### config.mk
export PLATFORM = sky130hd
export DESIGN_NAME = scl_clkgen
export DESIGN_NICKNAME = d
export VERILOG_FILES = /design/src/rtl/scl_gen_pkg.sv /design/src/rtl/scl_tick_div.sv /design/src/rtl/scl_phase_cnt.sv /design/src/rtl/scl_line_in.sv /design/src/rtl/scl_clkgen.sv
export SDC_FILE = /design/constraint.sdc
export NUM_CORES = 1
export LEC_CHECK = 0
export ABC_AREA = 0
export BUFFER_PORTS_ARGS = -buffer_cell sky130_fd_sc_hd__clkbuf_2
export CORE_UTILIZATION = 50
export CTS_CLUSTER_SIZE = 8
export DETAILED_ROUTE_END_ITERATION = 8
export PLACE_DENSITY = 0.76
export SYNTH_ARGS = -nofsm -noshare
export SYNTH_HDL_FRONTEND = slang
export SYNTH_SLANG_ARGS = --single-unit
### constraint.sdc
create_clock -name clk -period 4.7 [get_ports clk]
set_input_delay 0.94 -clock clk [delete_from_list [all_inputs] [get_ports clk]]
set_output_delay 0.94 -clock clk [all_outputs]
set_load 0.01 [all_outputs]
### src/rtl/scl_gen_pkg.sv
package scl_gen_pkg;

   typedef enum logic [1:0] {
      PH_IDLE = 2'd0,
      PH_LOW  = 2'd1,
      PH_HIGH = 2'd2
   } phase_e;

   localparam int unsigned PAD_W         = 3;
   localparam int unsigned PAD_PSC_ZERO  = 7;
   localparam int unsigned PAD_PSC_ONE   = 6;
   localparam int unsigned PAD_PSC_WIDE  = 5;

   // Extra ticks added to every phase, chosen from the prescaler setting.
   function automatic logic [PAD_W-1:0] phase_pad(input logic psc_is_zero,
                                                  input logic psc_is_one);
      if (psc_is_zero)
         return PAD_W'(PAD_PSC_ZERO);
      else if (psc_is_one)
         return PAD_W'(PAD_PSC_ONE);
      else
         return PAD_W'(PAD_PSC_WIDE);
   endfunction

endpackage

### src/rtl/scl_tick_div.sv
// Prescaler: emits a tick when the count reaches the limit; frozen by hold.
module scl_tick_div #(
   parameter int W = 16
) (
   input  logic         clk,
   input  logic         rst_n,
   input  logic         clr,
   input  logic         hold,
   input  logic [W-1:0] limit,
   output logic         tick
);

   logic [W-1:0] cnt_q;

   assign tick = !hold && (cnt_q == limit);

   always_ff @(posedge clk or negedge rst_n) begin
      if (!rst_n)
         cnt_q <= '0;
      else if (clr)
         cnt_q <= '0;
      else if (hold)
         cnt_q <= cnt_q;
      else if (tick)
         cnt_q <= '0;
      else
         cnt_q <= cnt_q + W'(1);
   end

endmodule

### src/rtl/scl_phase_cnt.sv
// Counts module ticks within one SCL phase; flags the last tick.
module scl_phase_cnt #(
   parameter int W = 17
) (
   input  logic         clk,
   input  logic         rst_n,
   input  logic         clr,
   input  logic         step,
   input  logic [W-1:0] len,
   output logic         last
);

   logic [W-1:0] cnt_q;

   assign last = step && (cnt_q == (len - W'(1)));

   always_ff @(posedge clk or negedge rst_n) begin
      if (!rst_n)
         cnt_q <= '0;
      else if (clr || last)
         cnt_q <= '0;
      else if (step)
         cnt_q <= cnt_q + W'(1);
   end

endmodule

### src/rtl/scl_line_in.sv
// Optional synchroniser for the sensed bus clock line.
module scl_line_in #(
   parameter int STRETCH_EN  = 0,
   parameter int SYNC_STAGES = 2
) (
   input  logic clk,
   input  logic rst_n,
   input  logic scl_in,
   output logic line_hi
);

   generate
      if (STRETCH_EN != 0) begin : g_sync
         logic [SYNC_STAGES-1:0] sh_q;
         always_ff @(posedge clk or negedge rst_n) begin
            if (!rst_n)
               sh_q <= '1;
            else
               sh_q <= {sh_q[SYNC_STAGES-2:0], scl_in};
         end
         assign line_hi = sh_q[SYNC_STAGES-1];
      end else begin : g_nosync
         logic unused_in;
         assign unused_in = clk ^ rst_n ^ scl_in;
         assign line_hi   = 1'b1;
      end
   endgenerate

endmodule

### src/rtl/scl_clkgen.sv
module scl_clkgen
   import scl_gen_pkg::*;
#(
   parameter int PSC_W       = 16,
   parameter int CNT_W       = 16,
   parameter int STRETCH_EN  = 0,
   parameter int SYNC_STAGES = 2
) (
   input  logic             clk,
   input  logic             rst_n,
   input  logic             enable,
   input  logic             run_req,
   input  logic [PSC_W-1:0] psc_val,
   input  logic [CNT_W-1:0] low_cnt,
   input  logic [CNT_W-1:0] high_cnt,
   input  logic             scl_in,
   output logic             scl_o,
   output logic             rise_stb,
   output logic             fall_stb
);

   localparam int LEN_W = CNT_W + 1;

   generate
      if (PSC_W < 1 || PSC_W > 32) begin : g_bad_psc
         $error("scl_clkgen: PSC_W must be 1..32");
      end
      if (CNT_W < 3 || CNT_W > 30) begin : g_bad_cnt
         $error("scl_clkgen: CNT_W must be 3..30");
      end
      if (STRETCH_EN != 0 && SYNC_STAGES < 2) begin : g_bad_sync
         $error("scl_clkgen: SYNC_STAGES must be at least 2");
      end
   endgenerate

   phase_e             phase_q;
   logic               scl_q, rise_q, fall_q;
   logic [PSC_W-1:0]   psc_sh;
   logic [CNT_W-1:0]   low_sh, high_sh;
   logic               tick, last_raw, seg_end, restart, hold, line_hi;
   logic [PAD_W-1:0]   pad;
   logic [LEN_W-1:0]   len;

   // Divider shadows: follow the inputs while idle or parked, and
   // re-capture only when a phase ends.
   always_ff @(posedge clk or negedge rst_n) begin
      if (!rst_n) begin
         psc_sh  <= '0;
         low_sh  <= '0;
         high_sh <= '0;
      end else if (restart) begin
         psc_sh  <= psc_val;
         low_sh  <= low_cnt;
         high_sh <= high_cnt;
      end
   end

   assign pad = phase_pad(psc_sh == '0, psc_sh == PSC_W'(1));
   assign len = ((phase_q == PH_HIGH) ? {1'b0, high_sh} : {1'b0, low_sh})
                + LEN_W'(pad);

   assign seg_end = last_raw && enable && (phase_q != PH_IDLE);
   assign restart = !enable || (phase_q == PH_IDLE) || seg_end;
   assign hold    = (phase_q == PH_HIGH) && !line_hi;

   scl_line_in #(
      .STRETCH_EN  (STRETCH_EN),
      .SYNC_STAGES (SYNC_STAGES)
   ) u_line (
      .clk     (clk),
      .rst_n   (rst_n),
      .scl_in  (scl_in),
      .line_hi (line_hi)
   );

   scl_tick_div #(.W(PSC_W)) u_tick (
      .clk   (clk),
      .rst_n (rst_n),
      .clr   (restart),
      .hold  (hold),
      .limit (psc_sh),
      .tick  (tick)
   );

   scl_phase_cnt #(.W(LEN_W)) u_phase (
      .clk   (clk),
      .rst_n (rst_n),
      .clr   (restart),
      .step  (tick),
      .len   (len),
      .last  (last_raw)
   );

   always_ff @(posedge clk or negedge rst_n) begin
      if (!rst_n) begin
         phase_q <= PH_IDLE;
         scl_q   <= 1'b1;
         rise_q  <= 1'b0;
         fall_q  <= 1'b0;
      end else begin
         rise_q <= 1'b0;
         fall_q <= 1'b0;
         if (!enable) begin
            phase_q <= PH_IDLE;
            scl_q   <= 1'b1;
         end else begin
            case (phase_q)
               PH_IDLE: begin
                  if (run_req) begin
                     phase_q <= PH_LOW;
                     scl_q   <= 1'b0;
                     fall_q  <= 1'b1;
                  end
               end
               PH_LOW: begin
                  if (seg_end) begin
                     phase_q <= PH_HIGH;
                     scl_q   <= 1'b1;
                     rise_q  <= 1'b1;
                  end
               end
               PH_HIGH: begin
                  if (seg_end) begin
                     if (run_req) begin
                        phase_q <= PH_LOW;
                        scl_q   <= 1'b0;
                        fall_q  <= 1'b1;
                     end else begin
                        phase_q <= PH_IDLE;
                     end
                  end
               end
               default: begin
                  phase_q <= PH_IDLE;
                  scl_q   <= 1'b1;
               end
            endcase
         end
      end
   end

   assign scl_o    = scl_q;
   assign rise_stb = rise_q;
   assign fall_stb = fall_q;

endmodule

==> results.sh, run 1 <==
export IMPL_die_h_um=104
export IMPL_synth_edf_count=0
export IMPL_skew_ns=0.0103
export IMPL_antenna_found_initial=0
export IMPL_dp_hpwl_mm=7.79
export IMPL_rows=37
export IMPL_p_per_area_nw_per_um2=280
export IMPL_post_route_cells_drive_above_1_share_pct=27.8
export IMPL_ff2ff_path_depth=15
export IMPL_tightest_slew_ns=1.09
export IMPL_hold_viol_final=0
export IMPL_cp_top_family="simple AND/OR/NAND/NOR gates"
export IMPL_io_pins=56
export IMPL_crit_buf_inv=3
export IMPL_clk_insertion_delay_late_ns=0.36
export IMPL_vdd_drop_max_uv=148
export IMPL_min_from="high_sh[0]"
export IMPL_critical_path_arrival_ns=4.76
export IMPL_r2r_slack_ns=0.19
export IMPL_r2r_start="psc_sh[4]"
export IMPL_first_pass_iters=4
export IMPL_cpMostUsedCell="ha_1"
export IMPL_areaGrowthSynthToFinish_pct=11.4
export IMPL_postSynthAreaPerCell_um2=11.2
export IMPL_synth_top_area_share_pct=40.6
export IMPL_min_to="high_sh[0]"
export IMPL_min_period_ns=4.51
export IMPL_finish_net_count=584
export IMPL_rsz0062_at_grt="false"
export IMPL_coreArea_um2=10200
export IMPL_critPathSlowestCell="or4_1"
export IMPL_synth_cell_types=62
export IMPL_worstPathMaxFanout=42
export IMPL_relSlewSlack_pct=27.6
export IMPL_placed_area_um2=5600
export IMPL_cts_tree="yes"
export IMPL_h_tree_depth=3
export IMPL_clk_pin_slew_ns=0.08
export IMPL_design_area_um2=5840
export IMPL_yosysTopAreaCell="dfrtp_1"
export IMPL_yosys_warnings=0
export IMPL_post_route_period_util_pct=96.1
export IMPL_max_stage_delay_ns=0.49
export IMPL_power_leakage_nw=2.62
export IMPL_crit_path_end_kind="register"
export IMPL_synthTopCellsByArea="dfrtp_1 (41%), mux2_4 (13%), xnor2_1 (7.0%)"
export IMPL_yosysSeqAreaShare_pct=41.1
export IMPL_reg2reg_to="u_phase.cnt_q[12]"
export IMPL_port_buffers=54
export IMPL_gp_congestion=0.935
export IMPL_status="finished, final reports clean"
export IMPL_drc=0
export IMPL_cts_made_buffers=9
export IMPL_ys_flop_type="dfrtp_1"
export IMPL_hp_class="register to register"
export IMPL_start_util_pct=51.2
export IMPL_synth_top_cells_by_count="dfrtp_1 (85), mux2_4 (47), xnor2_1 (42)"
export IMPL_crit_chain="nor4_2 > nand4_1 > ha_1 > inv_1 > ha_1 > fa_1 > xor2_1 > nor3_1 > nand4b_1 > or4_1 > nor4b_4 > a211o_4 > buf_12 > buf_4 > nor2_1"
export IMPL_die_area_um2=10900
export IMPL_synth_nets=529
export IMPL_grt_pass1_vias=3874
export IMPL_grt_overflow=0
export IMPL_wl_per_cell_um=16.1
export IMPL_worstPathRequired_ns=4.95
export IMPL_cts_max_path_buffers=2
export IMPL_grt_pass1_wl_mm=18.8
export IMPL_setup_tns_final_ns=0
export IMPL_antenna_cells=0
export IMPL_maxCapViolCount=0
export IMPL_netlist_instances=469
export IMPL_synth_async_reset_ratio_pct=100
export IMPL_drt_iter0_markers=165
export IMPL_slew_viol_final=0
export IMPL_cts_root_buf="clkbuf_8"
export IMPL_hold_depth=1
export IMPL_cts_sinks=86
export IMPL_fmax_mhz=222
export IMPL_die_w_um=104
export IMPL_critical_path_class="register to register"
export IMPL_wl_mm=10.7
export IMPL_antenna_left=0
export IMPL_grt_usage_pct=21.5
export IMPL_ys_ff_latch=86
export IMPL_yosysMostFrequentCell="dfrtp_1"
export IMPL_synth_area_um2=5240
export IMPL_startpoint_type="register"
export IMPL_grt_max_degree=87
export IMPL_vias_per_cell=5.64
export IMPL_setup_violations=0
export IMPL_vias=3742
-- through the flow --
stage	hold slack (ns)	setup WS [ns]	utilization [%]	cells	power [mW]
after detailed placement	0.502	0.170	54.8	649	1.07
after floorplan	0.480	0.542	-	469	0.992
after global routing	0.536	0.0118	57.1	664	1.71
final	0.517	0.185	57.1	664	1.63
after global placement	0.492	0.230	54.8	649	1.06
after CTS	0.525	0.158	56.9	664	1.65
-- sequential cells by signal (all words and copies together), names as in the netlist --
| signal | cells |
|---|---|
| phase_q | 2 |
| fall_stb | 1 |
| low_sh | 16 |
| scl_o | 1 |
| psc_sh | 16 |
| u_tick.cnt_q | 16 |
| rise_stb | 1 |
| high_sh | 16 |
| u_phase.cnt_q | 17 |
-- placed cells by master (no fill, tap or decap), drive strengths merged, types with 3 or more instances in the layout --
cell	count
dfrtp	85
clkbuf	63
mux2	54
xnor2	42
nor2	36
nor3	25
xor2	19
nand3	19
nand2	17
mux2i	16
nand2b	14
and3	12
buf	11
nand4	10
nor4	10
inv	9
a21oi	9
nor2b	7
ha	6
a31oi	4
o211ai	4
nand3b	3
a211oi	3
o21ai	3
and4	3
or2	3
-- how the worst max path moves through the flow --
stage | start | end | slack [ns] | depth (start not counted)
2_1_floorplan | phase_q[1] | psc_sh[10] | 0.54 | 19
3_3_place_gp | psc_sh[1] | u_phase.cnt_q[1] | 0.23 | 15
3_5_place_dp | psc_sh[4] | u_phase.cnt_q[12] | 0.17 | 15
4_1_cts | psc_sh[4] | u_phase.cnt_q[12] | 0.16 | 15
5_1_grt | psc_sh[4] | u_phase.cnt_q[6] | 0.01 | 15
6_report | psc_sh[4] | u_phase.cnt_q[12] | 0.19 | 15
-- layout make-up --
class                           instances  area, um2
Tap cell                              136        170
Inverter                                9       33.8
Sequential cell                        86       2150
Timing Repair Buffer                   64        373
Fill cell                             862       4390
Clock inverter                          5       83.8
Multi-Input combinational cell        354       2890
Clock buffer                           10        138
-- power by group --
part	total, mW	internal (mW)	leakage, nW	switching, mW
clock network	0.579	0.312	0.105	0.268
registers	0.815	0.777	1.08	0.0386
logic	0.240	0.129	1.43	0.111
total	1.63	1.22	2.62	0.417
-- cell families after synthesis --
kind of cell / synth area share (%)
muxes: 18.1
DFF: 41.1
AOI/OAI and AO/OA: 5.37
adders and majority gates: 1.81
buffers and inverters: 4.39
and+or+nand+nor: 19.1
xor gates and xnor gates: 10.2
-- per-layer routing --
| metal | global-route usage, % | wire length [um] |
|---|---|---|
| met5 | 0 | 0 |
| met1 | 29.4 | 4960 |
| met2 | 33.7 | 5000 |
| met3 | 4.01 | 481 |
| met4 | 8.37 | 274 |
-- worst register-to-register path, stage by stage, from the launching register on --
cell and delay, ns:
dfrtp_1 0.43, nor4_2 0.38, nand4_1 0.23, ha_1 0.33, inv_1 0.04, ha_1 0.23
fa_1 0.45, xor2_1 0.15, nor3_1 0.28, nand4b_1 0.13, or4_1 0.49, nor4b_4 0.40
a211o_4 0.23, buf_12 0.25, buf_4 0.30, nor2_1 0.08
-- what timing repair did --
item / CTS / global route
hold buffers: 0 / 0
resized for setup: 0 / 2
setup endpoints to repair: 0 / 20
hold endpoints to repair: 0 / 0
setup buffers: 0 / 0
Note: power is estimated with default switching activity, not from simulation.
==> run 2, diff against run 1 <==
==> constraint.sdc (replaced) <==
create_clock -name clk -period 4.7 [get_ports clk]
set_input_delay 0.705 -clock clk [delete_from_list [all_inputs] [get_ports clk]]
set_output_delay 0.705 -clock clk [all_outputs]
set_load 0.01 [all_outputs]
==> run 2 against run 1 <==
Highest routed layer unchanged. Combinational power about the same. Cell count grew 0.15%. Hold slack got worse by 0.0035 ns. Wire length up 0.20%. Register-to-register slack barely moved. Largest power group unchanged. Critical endpoint is now u_phase.cnt_q[9]. Global-route usage decreased by 0.45 points. Non-clock buffer count grew 1. Final area hardly changed. Via count is the same.
==> results.sh, run 2 (synthesized netlist as in run 1, its figures left out) <==
export IMPL_die_h_um=104
export IMPL_hold_viol_final=0
export IMPL_antenna_found_initial=0
export IMPL_clkPwrFrac_pct=35.8
export IMPL_setup_tns_final_ns=0
export IMPL_startpoint_type="register"
export IMPL_post_route_cells_drive_above_1_share_pct=27.6
export IMPL_maxCapViolCount=0
export IMPL_drc=0
export IMPL_cts_made_buffers=9
export IMPL_relSlewSlack_pct=28.2
export IMPL_min_to="high_sh[0]"
export IMPL_cts_tree="yes"
export IMPL_h_tree_depth=3
export IMPL_multi_input_area_um2=2880
export IMPL_reg2reg_to="u_phase.cnt_q[9]"
export IMPL_wl_mm=10.7
export IMPL_io_pins=56
export IMPL_vias_per_cell=5.63
export IMPL_grt_pass1_wl_mm=18.5
export IMPL_internal_power_mw=1.23
export IMPL_fmax_mhz=222
export IMPL_slew_viol_final=0
export IMPL_use_met3_pct=3.70
export IMPL_min_period_ns=4.51
export IMPL_worstPathRequired_ns=4.95
export IMPL_tightest_slew_ns=1.08
export IMPL_vias=3742
export IMPL_coreArea_um2=10200
export IMPL_worstPathMaxFanout=41
export IMPL_areaGrowthSynthToFinish_pct=11.4
export IMPL_grt_max_degree=87
export IMPL_met2_usage_pct=33.5
export IMPL_clk_insertion_delay_late_ns=0.37
export IMPL_crit_path_end_kind="register"
export IMPL_rsz0062_at_grt="false"
export IMPL_die_w_um=104
export IMPL_finish_net_count=585
export IMPL_timing_hold_ws_ns=0.514
export IMPL_hp_class="register to register"
export IMPL_total_power_mw=1.64
export IMPL_cts_root_buf="clkbuf_8"
export IMPL_grt_usage_pct=21.0
export IMPL_skew_ns=0.0116
export IMPL_antenna_cells=0
export IMPL_ff_latch_area_um2=2150
export IMPL_dp_hpwl_mm=7.68
export IMPL_design_area_um2=5840
export IMPL_combPwrFrac_pct=14.6
export IMPL_p_per_area_nw_per_um2=281
export IMPL_final_cell_mix="dfrtp_1 (85), clkbuf_2 (53), mux2_4 (47), xnor2_1 (42), nor2_1 (36)"
export IMPL_largest_register_ffs=17
export IMPL_port_buffers=54
export IMPL_final_common_cell="dfrtp_1"
export IMPL_swShare_pct=25.1
export IMPL_cts_sinks=86
export IMPL_wl_per_cell_um=16.1
export IMPL_power_leakage_nw=2.63
export IMPL_vdd_drop_max_uv=170
export IMPL_regMostFlops="u_phase.cnt_q"
export IMPL_start_util_pct=51.2
export IMPL_critical_path_arrival_ns=4.77
export IMPL_r2r_slack_ns=0.19
export IMPL_dpl_cell_count=649
export IMPL_antenna_left=0
export IMPL_final_cell_count_no_fill=665
export IMPL_drt_iter0_markers=184
export IMPL_status="finished, final reports clean"
export IMPL_placed_area_um2=5600
export IMPL_grt_pass1_vias=3824
export IMPL_die_area_um2=10900
export IMPL_post_route_period_util_pct=96.1
export IMPL_ff2ff_path_depth=15
export IMPL_hold_depth=1
export IMPL_use_met1_pct=28.6
export IMPL_critical_path_class="register to register"
export IMPL_cts_max_path_buffers=2
export IMPL_r2r_start="psc_sh[4]"
export IMPL_gp_congestion=0.947
export IMPL_setup_violations=0
export IMPL_min_from="high_sh[0]"
export IMPL_first_pass_iters=4
export IMPL_fillers=863
export IMPL_p_seq_share_pct=49.6
export IMPL_cts_hold_buffers=0
export IMPL_clk_pin_slew_ns=0.08
export IMPL_grt_busiest_layer="met2"
export IMPL_rows=37
export IMPL_p_sw_mw=0.412
export IMPL_grt_overflow=0
-- run 2: changes by cell type in the layout (fill, tap and decap cells not counted), sizes merged --
cell,delta
clkbuf,+2
buf,+1
clkinv,-1
clkinvlp,-1
-- run 2: final cells by class --
cell class,instances,share of cell area (%)
clock buffer,12,2.66
multi-input combinational,354,49.3
inverter,9,0.578
timing repair buffer,65,6.51
clock inverter,3,1.16
sequential,86,36.9
tap,136,2.91
-- run 2: per-layer routing --
layer  vias to the layer above  routed length, um
li1                       1791                  -
met1                      1854               5070
met2                        78               5080
met3                        19                389
met4                         0                199
met5                         -                  0
-- run 2: what timing repair did --
item	CTS	global route
setup endpoints to repair	0	58
setup buffers	0	1
gates resized for setup	0	1
endpoints found under the hold margin	0	0
-- run 2: power groups by stage --
stage | Clock (mW) | Combinational [mW] | Sequential, mW
floorplan | 0 | 0.176 | 0.816
global placement | 0 | 0.231 | 0.827
detailed placement | 0 | 0.239 | 0.828
CTS | 0.600 | 0.241 | 0.814
global route | 0.633 | 0.263 | 0.820
finish | 0.588 | 0.240 | 0.815
-- run 2: how the worst max path moves through the flow --
stage / depth (start not counted) / endpoint / slack (ns) / from
6_report: 15 / u_phase.cnt_q[9] / 0.19 / psc_sh[4]
5_1_grt: 15 / u_phase.cnt_q[15] / 0.05 / psc_sh[4]
3_3_place_gp: 15 / u_phase.cnt_q[6] / 0.22 / psc_sh[1]
4_1_cts: 15 / u_phase.cnt_q[9] / 0.12 / psc_sh[1]
3_5_place_dp: 15 / u_phase.cnt_q[9] / 0.12 / psc_sh[1]
2_1_floorplan: 19 / psc_sh[10] / 0.54 / phase_q[1]
-- run 2: worst max-delay path, stage by stage, from the launching register on --
cell      delay, ns
dfrtp_1        0.41
nor4_1         0.41
nand4_1        0.24
ha_1           0.34
inv_1          0.04
ha_1           0.23
fa_1           0.45
xor2_1         0.15
nor3_1         0.29
nand4b_1       0.13
or4_1          0.51
nor4b_4        0.34
a211o_4        0.22
buf_12         0.25
buf_4          0.27
nor2_1         0.07
-- run 2: per-stage QoR --
stage | worst slack, ns | utilization (%)
6_report | 0.185 | 57.1
5_1_grt | 0.0472 | 57.1
4_1_cts | 0.119 | 57.0
3_5_place_dp | 0.123 | 54.8
3_3_place_gp | 0.217 | 54.8
2_1_floorplan | 0.542 | -
